$ cat src/rtl/i2c_rd_pkg.sv
package i2c_rd_pkg;

    typedef enum logic [1:0] {
        ST_IDLE,
        ST_RUN,
        ST_DONE
    } rd_state_e;

    typedef enum logic [2:0] {
        SL_START,
        SL_CMD,
        SL_ACK,
        SL_RX,
        SL_NACK,
        SL_STOP
    } slot_kind_e;

    // clock cycles per bus bit slot
    localparam int QUARTERS = 4;

endpackage

$ cat src/rtl/i2c_rd_seq.sv
module i2c_rd_seq
    import i2c_rd_pkg::*;
#(
    parameter int N_SLOTS = 39,
    localparam int CW = $clog2(N_SLOTS * QUARTERS + 1),
    localparam int SW = CW - 2
) (
    input  logic          clk,
    input  logic          rst_n,
    input  logic          trigger,
    output logic [SW-1:0] slot,
    output logic [1:0]    qtr,
    output logic          run,
    output logic          busy,
    output logic          done,
    output logic          finish
);

    localparam logic [CW-1:0] LAST = CW'(N_SLOTS * QUARTERS - 1);

    rd_state_e      state, state_nx;
    logic [CW-1:0]  cnt;

    always_comb begin
        state_nx = state;
        unique case (state)
            ST_IDLE: if (trigger) state_nx = ST_RUN;         // go
            ST_RUN:  if (cnt == LAST) state_nx = ST_DONE;    // finish
            ST_DONE: state_nx = ST_IDLE;                     // rearm
            default: state_nx = ST_IDLE;
        endcase
    end

    always_ff @(posedge clk or negedge rst_n) begin
        if (!rst_n) begin
            state <= ST_IDLE;
            cnt   <= '0;
        end else begin
            state <= state_nx;
            if (state == ST_RUN) cnt <= cnt + 1'b1;
            else                 cnt <= '0;
        end
    end

    always_comb begin
        run    = (state == ST_RUN);
        busy   = (state != ST_IDLE);
        done   = (state == ST_DONE);
        finish = run && (cnt == LAST);
        slot   = cnt[CW-1:2];
        qtr    = cnt[1:0];
    end

endmodule

$ cat src/rtl/i2c_rd_bus.sv
module i2c_rd_bus
    import i2c_rd_pkg::*;
#(
    parameter int ADDR_W  = 7,
    parameter int PTR_W   = 8,
    parameter int SW      = 6,
    parameter int S_ADDR1 = 1,
    parameter int S_ACK1  = 9,
    parameter int S_PTR   = 10,
    parameter int S_ACK2  = 18,
    parameter int S_RS    = 19,
    parameter int S_ADDR2 = 20,
    parameter int S_ACK3  = 28,
    parameter int S_NACK  = 37
) (
    input  logic              run,
    input  logic [SW-1:0]     slot,
    input  logic [1:0]        qtr,
    input  logic [ADDR_W-1:0] dev_addr,
    input  logic [PTR_W-1:0]  reg_ptr,
    output logic              scl_low,
    output logic              sda_low,
    output logic              sample
);

    localparam int FW = ADDR_W + 1;
    localparam logic [SW-1:0] K_ADDR1 = SW'(S_ADDR1);
    localparam logic [SW-1:0] K_ACK1  = SW'(S_ACK1);
    localparam logic [SW-1:0] K_PTR   = SW'(S_PTR);
    localparam logic [SW-1:0] K_ACK2  = SW'(S_ACK2);
    localparam logic [SW-1:0] K_RS    = SW'(S_RS);
    localparam logic [SW-1:0] K_ADDR2 = SW'(S_ADDR2);
    localparam logic [SW-1:0] K_ACK3  = SW'(S_ACK3);
    localparam logic [SW-1:0] K_NACK  = SW'(S_NACK);

    logic [FW-1:0]    wr_frame, rd_frame, frame_sh;
    logic [PTR_W-1:0] ptr_sh;
    slot_kind_e       kind;
    logic             tx_bit;

    assign wr_frame = {dev_addr, 1'b0};
    assign rd_frame = {dev_addr, 1'b1};

    // slot decoder: comparator windows on the slot index
    always_comb begin
        kind     = SL_STOP;
        tx_bit   = 1'b1;
        frame_sh = '0;
        ptr_sh   = '0;
        if (slot == '0) begin
            kind = SL_START;
        end else if (slot < K_ACK1) begin
            kind     = SL_CMD;
            frame_sh = wr_frame << (slot - K_ADDR1);
            tx_bit   = frame_sh[FW-1];
        end else if (slot == K_ACK1) begin
            kind = SL_ACK;
        end else if (slot < K_ACK2) begin
            kind   = SL_CMD;
            ptr_sh = reg_ptr << (slot - K_PTR);
            tx_bit = ptr_sh[PTR_W-1];
        end else if (slot == K_ACK2) begin
            kind = SL_ACK;
        end else if (slot == K_RS) begin
            kind = SL_START;
        end else if (slot < K_ACK3) begin
            kind     = SL_CMD;
            frame_sh = rd_frame << (slot - K_ADDR2);
            tx_bit   = frame_sh[FW-1];
        end else if (slot == K_ACK3) begin
            kind = SL_ACK;
        end else if (slot < K_NACK) begin
            kind = SL_RX;
        end else if (slot == K_NACK) begin
            kind = SL_NACK;
        end
    end

    // line drive: SCL released in quarters 1 and 2
    always_comb begin
        scl_low = 1'b0;
        sda_low = 1'b0;
        if (run) begin
            scl_low = (qtr == 2'd0) || (qtr == 2'd3);
            unique case (kind)
                SL_START: sda_low = qtr[1];
                SL_CMD:   sda_low = !tx_bit;
                SL_STOP: begin
                    sda_low = !qtr[1];
                    scl_low = (qtr == 2'd0);
                end
                default:  sda_low = 1'b0;
            endcase
        end
    end

    assign sample = run && (kind == SL_RX) && (qtr == 2'd1);

endmodule

$ cat src/rtl/i2c_rd_capture.sv
module i2c_rd_capture #(
    parameter int DATA_W = 8
) (
    input  logic              clk,
    input  logic              rst_n,
    input  logic              sample,
    input  logic              sda_in,
    input  logic              finish,
    output logic [DATA_W-1:0] rd_data
);

    logic [DATA_W-1:0] shreg;

    always_ff @(posedge clk or negedge rst_n) begin
        if (!rst_n) begin
            shreg   <= '0;
            rd_data <= '0;
        end else begin
            if (sample) shreg <= {shreg[DATA_W-2:0], sda_in};
            if (finish) rd_data <= shreg;
        end
    end

endmodule

$ cat src/rtl/i2c_fixed_reader.sv
module i2c_fixed_reader
    import i2c_rd_pkg::*;
#(
    parameter int ADDR_W = 7,
    parameter int PTR_W  = 8,
    parameter int DATA_W = 8
) (
    input  logic              clk,
    input  logic              rst_n,
    input  logic              trigger,
    input  logic              sda_in,
    input  logic [ADDR_W-1:0] dev_addr,
    input  logic [PTR_W-1:0]  reg_ptr,
    output logic              scl_low,
    output logic              sda_low,
    output logic [DATA_W-1:0] rd_data,
    output logic              done,
    output logic              busy
);

    localparam int S_ADDR1 = 1;
    localparam int S_ACK1  = S_ADDR1 + ADDR_W + 1;
    localparam int S_PTR   = S_ACK1 + 1;
    localparam int S_ACK2  = S_PTR + PTR_W;
    localparam int S_RS    = S_ACK2 + 1;
    localparam int S_ADDR2 = S_RS + 1;
    localparam int S_ACK3  = S_ADDR2 + ADDR_W + 1;
    localparam int S_RX    = S_ACK3 + 1;
    localparam int S_NACK  = S_RX + DATA_W;
    localparam int S_STOP  = S_NACK + 1;
    localparam int N_SLOTS = S_STOP + 1;
    localparam int CW      = $clog2(N_SLOTS * QUARTERS + 1);
    localparam int SW      = CW - 2;

    logic [SW-1:0] slot;
    logic [1:0]    qtr;
    logic          run, finish, sample;

    i2c_rd_seq #(.N_SLOTS(N_SLOTS)) u_seq (
        .clk     (clk),
        .rst_n   (rst_n),
        .trigger (trigger),
        .slot    (slot),
        .qtr     (qtr),
        .run     (run),
        .busy    (busy),
        .done    (done),
        .finish  (finish)
    );

    i2c_rd_bus #(
        .ADDR_W  (ADDR_W),
        .PTR_W   (PTR_W),
        .SW      (SW),
        .S_ADDR1 (S_ADDR1),
        .S_ACK1  (S_ACK1),
        .S_PTR   (S_PTR),
        .S_ACK2  (S_ACK2),
        .S_RS    (S_RS),
        .S_ADDR2 (S_ADDR2),
        .S_ACK3  (S_ACK3),
        .S_NACK  (S_NACK)
    ) u_bus (
        .run      (run),
        .slot     (slot),
        .qtr      (qtr),
        .dev_addr (dev_addr),
        .reg_ptr  (reg_ptr),
        .scl_low  (scl_low),
        .sda_low  (sda_low),
        .sample   (sample)
    );

    i2c_rd_capture #(.DATA_W(DATA_W)) u_cap (
        .clk     (clk),
        .rst_n   (rst_n),
        .sample  (sample),
        .sda_in  (sda_in),
        .finish  (finish),
        .rd_data (rd_data)
    );

endmodule

$ cat config.mk
export PLATFORM = sky130hd
export DESIGN_NAME = i2c_fixed_reader
export DESIGN_NICKNAME = d
export VERILOG_FILES = /design/src/rtl/i2c_rd_pkg.sv /design/src/rtl/i2c_rd_seq.sv /design/src/rtl/i2c_rd_bus.sv /design/src/rtl/i2c_rd_capture.sv /design/src/rtl/i2c_fixed_reader.sv
export SDC_FILE = /design/constraint.sdc
export NUM_CORES = 1
export LEC_CHECK = 0
export BUFFER_PORTS_ARGS = -buffer_cell sky130_fd_sc_hd__clkbuf_2
export CORE_MARGIN = 1
export CORE_UTILIZATION = 50
export DETAILED_ROUTE_END_ITERATION = 10
export PLACE_DENSITY = 0.72
export SYNTH_ARGS = -nofsm -noshare
export SYNTH_HDL_FRONTEND = slang
export SYNTH_SLANG_ARGS = --single-unit
$ cat constraint.sdc
create_clock -name clk -period 8.34 [get_ports clk]
set_clock_uncertainty 0.2 [all_clocks]
set_input_delay 0.834 -clock clk [delete_from_list [all_inputs] [get_ports clk]]
set_output_delay 0.834 -clock clk [all_outputs]
set_load 0.02 [all_outputs]
### Word-level counts from Yosys, hierarchy flattened

Cells that the tools add are included.

* add/subtract/negate cells: 4
* multipliers: 0
* div/mod/pow operators: 0
* $lt $le $gt $ge: 4
* equality and inequality tests: 15
* shift-type cells: 3
* multiplexer cells: 25
* bitwise logic cells: 0
* reduce and logical (&&, ||, !) cells: 12

Operators with widths (count)
* $mux 3: 9
* $shl 8x6->8: 3
* $eq 6x5->1 const B: 3
* $lt 6x5->1 const B: 2
* $mux 1: 11
* $add 8x1->8 const B: 1
* $eq 8x8->1 const B: 1
* $mux 8: 1
* $eq 6x4->1 const B: 1
* $eq 6x6->1 const B: 1
* $logic_not 6->1: 1
* $lt 6x4->1 const B: 1
* $lt 6x6->1 const B: 1
* $sub 6x1->6 const B: 1
* $sub 6x4->6 const B: 1
* $sub 6x5->6 const B: 1
* $eq 2x1->1 const B: 2
* $eq 2x2->1 const B: 2
* $logic_not 2->1: 2
* $mux 2: 2
* $ne 2x2->1 const B: 2
* $pmux 2 s2: 1
* $eq 3x1->1 const B: 1
* $eq 3x2->1 const B: 1
* other kinds (8): 11

* register bits after elaboration: 26
* bits in latches: 0
* memory bits (writable): 0
* memory bits (read-only): 0
* bits of input ports: 19
* output and inout port bits: 12
* word-level logic and storage cells: 67
* memories kept: 0

### Logic depth before layout (Yosys ltp)

* depth after elaboration: 14
* gate-level depth with buffers: 9
* mapped depth without buffers: 8

### Modules after synthesis

Synthesis repeated with hierarchy kept, for this count alone.

* cells, all modules: 181
* area, all modules: 1996.9 um^2

Modules (own cells, without submodules)
* i2c_rd_bus: times used 1, cells an instance 101, area each 858.3 um^2, sequential area each 0.0 um^2
* i2c_rd_capture: times used 1, cells an instance 34, area each 663.1 um^2, sequential area each 400.4 um^2
* i2c_rd_seq: times used 1, cells an instance 46, area each 475.5 um^2, sequential area each 250.2 um^2

### Worst setup path before layout

OpenSTA, ideal clock, no wires.

* path type: register to output
* start: reg u_seq.cnt[3]
* end: out sda_low
* data arrival time: 2547 ps
* data required time: 7306 ps
* path slack: 4759 ps
* cell stages (with the launch flop): 10
* path through: dfrtp_1 buf_2 inv_1 ha_1 inv_1 a2111oi_0 or2_2 o311a_1 o211ai_1 o21ai_0

* word-level cells in the longest chain between the ends: 14
* elaborated cells on any way between the ends: 39
* classes of those cells: add/sub: 3; order compare: 4; eq/ne: 7; shift: 3; mux: 19; reduce/logical: 3

Ends and longest elaborated chain
* start, declared: line i2c_rd_seq.sv:22 `logic [CW-1:0] cnt;`
* start signal, assigned: line i2c_rd_seq.sv:40 `if (state == ST_RUN) cnt <= cnt + 1'b1;`
* parallel branches: the longest is 12 deep, another holds $sub 6x5->6
* $pmux 1 s3 *: line i2c_rd_bus.sv:85 `unique case (kind)`
* $mux 1 *: line i2c_rd_bus.sv:83 `if (run) begin`
* end, declared: line i2c_fixed_reader.sv:15 `output logic sda_low,`

Mark *: on every way between the ends.

### Worst setup path after layout

Ends and elaborated chain as after synthesis.

==> summary.txt <==
status = complete, no violations
Synth Flop Type = dfrtp_1
synth cell count leaders = 26 x dfrtp_1, 17 x ha_1, 16 x mux2_2, 9 x nand3_1, 9 x nor2_1
Crit. End Element = output port
worst path bufs/invs = 3
period utilization = 50.1%
Slew @ Worst Pin = 667 ps
unrepaired setup endpoints after global routing = false
fin. max-slew vios = 0
cell mode on critical path = inv_1
DRC Markers = 0
post-cts sizing count = 0
postcts setup bufs = 0
Min-Delay Path Depth = 1
drt initial violations = 47
Starting Density = 52.9%
slowest CP cell = a2111oi_0
Async SR Flop Fraction = 100%
vias in the first global route = 1,315
final hold violations = 0
GRT Util Overall = 21.1%
port buffer count = 30
Final ANT Viol Nets = 0
CP cell instances = inv_1, ha_1, inv_1, a2111oi_0, or2_2, a21oi_1, o311ai_0, o21ai_0, clkbuf_2
Site Rows = 21
Die Wd = 61.7 um
CP Max Fanout = 11
setup TNS = 0 ps
post-synth top area share = 36.5%
Num CTS Buffers = 3
num ports = 31
Yosys cell types = 40
fin crit period = 4180 ps
critical path arrival = 3140 ps
Die Area = 0.00380 mm^2
worst reg-to-reg setup slack = 5260 ps
# diodes = 0
Placeable Area = 0.00336 mm^2
CP startpoint kind = flop
critical path's largest stage delay = 650 ps
WP depth = 9
setup violators final = 0
Worst Setup Path Type = flop to output port
clk sinks = 26
most common cell in the synthesized netlist = dfrtp_1
CTS tree = built
largest net degree at the start of global routing = 27
syn avg cell area = 10.9 um^2
Mapped Area = 0.00178 mm^2
root buf cell = clkbuf_4
PD cells = 296 mW/mm^2
Synthesized Nets = 200
Worst EP required = 7310 ps
GPL Wtd Cong = 0.930
HP Class = flop to flop
H-Tree Depth = 1
Reg2Reg Depth = 7
leakage power = 0.981 nW
Longest Clk Path Bufs = 2
cells after synthesis = 164
Synth area leaders = dfrtp_1 37%, ha_1 12%, mux2_2 10%
WL per Instance = 14.6 um
DP HPWL = 2.83 mm
relative max-transition margin = 54.4%
worst skew pair latency = 320 ps
worst vdd ir = 0.000154 V
register bit count reported by yosys = 26
CTS hold repair buffers = 0
FF-to-FF Start = u_seq.cnt[3]
Syn. warnings = 0
layout net count = 229
fraction of layout cells with a size suffix above 1 = 31.3%
die height = 61.7 um
Fmax = 239 MHz
Max-Cap Viols = 0
clk slew on worst S/H paths = 140 ps
Crit path max-delay family = compound AO/OA/AOI/OAI gates
number of enable flip-flop cells after synthesis = 0
DP Area = 0.00196 mm^2
worst hold path endpoint = u_seq.state[0]
reg-to-reg endpoint = u_cap.shreg[5]
drt total wl = 3.48 mm
Yosys top cell by area = dfrtp_1
detailed-route via count = 1,366
hold path start = u_seq.state[1]
first-pass GRT wire length = 5.95 mm
Pre-antenna DRT Iters = 4
sequential area share after synthesis = 36.5%
Vias/cell = 5.74
Area Overhead vs Synth = 12.9%
total grt overflow = 0
design area = 0.00201 mm^2
initial antenna violation count = 0
## final cells by class
class	instances	area [um^2]
clock inverter	1	30.0
tap	46	57.6
multi-input combinational	124	1070
clock buffer	3	22.5
timing repair buffer	30	150
inverter	8	30.0
fill	316	1350
sequential	26	651
## sequential cells by signal (all words and copies together), names as in the netlist
| name | flops |
|---|---|
| u_seq.cnt | 8 |
| u_cap.shreg | 8 |
| u_seq.state | 2 |
| u_cap.rd_data | 8 |
## worst max path at each step
| stage | from | endpoint | slack (ps) |
|---|---|---|---|
| finish | u_seq.cnt[3] | sda_low | 4160 |
| global route | u_seq.cnt[3] | sda_low | 3850 |
| CTS | u_seq.cnt[3] | sda_low | 4140 |
| detailed placement | u_seq.cnt[3] | sda_low | 4530 |
| global placement | u_seq.cnt[3] | sda_low | 4700 |
| floorplan | u_seq.cnt[3] | sda_low | 4760 |
## cell families (layout without fill, tap and decap cells)
kind of cell | count (synthesis) | after routing | synth area share, %
simple gates | 46 | 46 | 14.7
flops | 26 | 26 | 36.5
compound gates | 29 | 29 | 12.0
xor+xnor | 8 | 8 | 3.94
mux | 24 | 24 | 17.4
buf+inv | 14 | 42 | 3.44
fa+ha+maj | 17 | 17 | 11.9
## through the flow
stage | cells | utilization, % | power [mW] | setup WS (ps) | hold WS [ps]
global placement | 234 | 58.2 | 0.504 | 4700 | 262
CTS | 238 | 59.7 | 0.596 | 4140 | 296
detailed placement | 234 | 58.2 | 0.510 | 4530 | 276
global route | 238 | 59.7 | 0.645 | 3850 | 327
floorplan | 164 | - | 0.437 | 4760 | 245
finish | 238 | 59.7 | 0.595 | 4160 | 297
## layout by cell type (no fill, tap or decap), types with 2 or more instances in the layout
cell type  netlist  routed
a31oi_1          2       2
mux2_2          16      16
o211ai_1         3       3
nor2b_1          6       6
or2_2            2       2
a21bo_2          2       2
nand3_1          9       9
clkbuf_2         0      30
nand3b_1         2       2
nor2_1           9       9
ha_1            17      17
o21ai_0          5       5
xor2_1           3       3
a21oi_1          4       4
xnor2_1          5       5
o21a_1           2       2
dfrtp_1         26      26
clkbuf_4         0       3
mux2i_1          4       4
o311a_1          2       2
nand4_1          3       3
and3b_1          2       2
inv_1            8       8
mux4_2           4       4
nand2b_1         2       2
nand2_1          6       6
and3_1           2       2
## report_power, final
part           internal (mW)  total (mW)  leakage, nW  switching (mW)
Combinational          0.146       0.321        0.609           0.175
Sequential             0.143       0.190        0.344          0.0478
Clock                 0.0486      0.0841       0.0279          0.0355
Total                  0.337       0.595        0.981           0.258
## layer usage
metal  track usage (%)  share of wire [%]  vias to the layer above
met5                 0                  0                        -
met2              36.3                 49                       53
met4              3.49               0.92                        0
met1              27.7                 45                      650
met3              4.62                6.0                        6
li1                  -                  -                      657
Note: power is estimated with default switching activity, not from simulation.
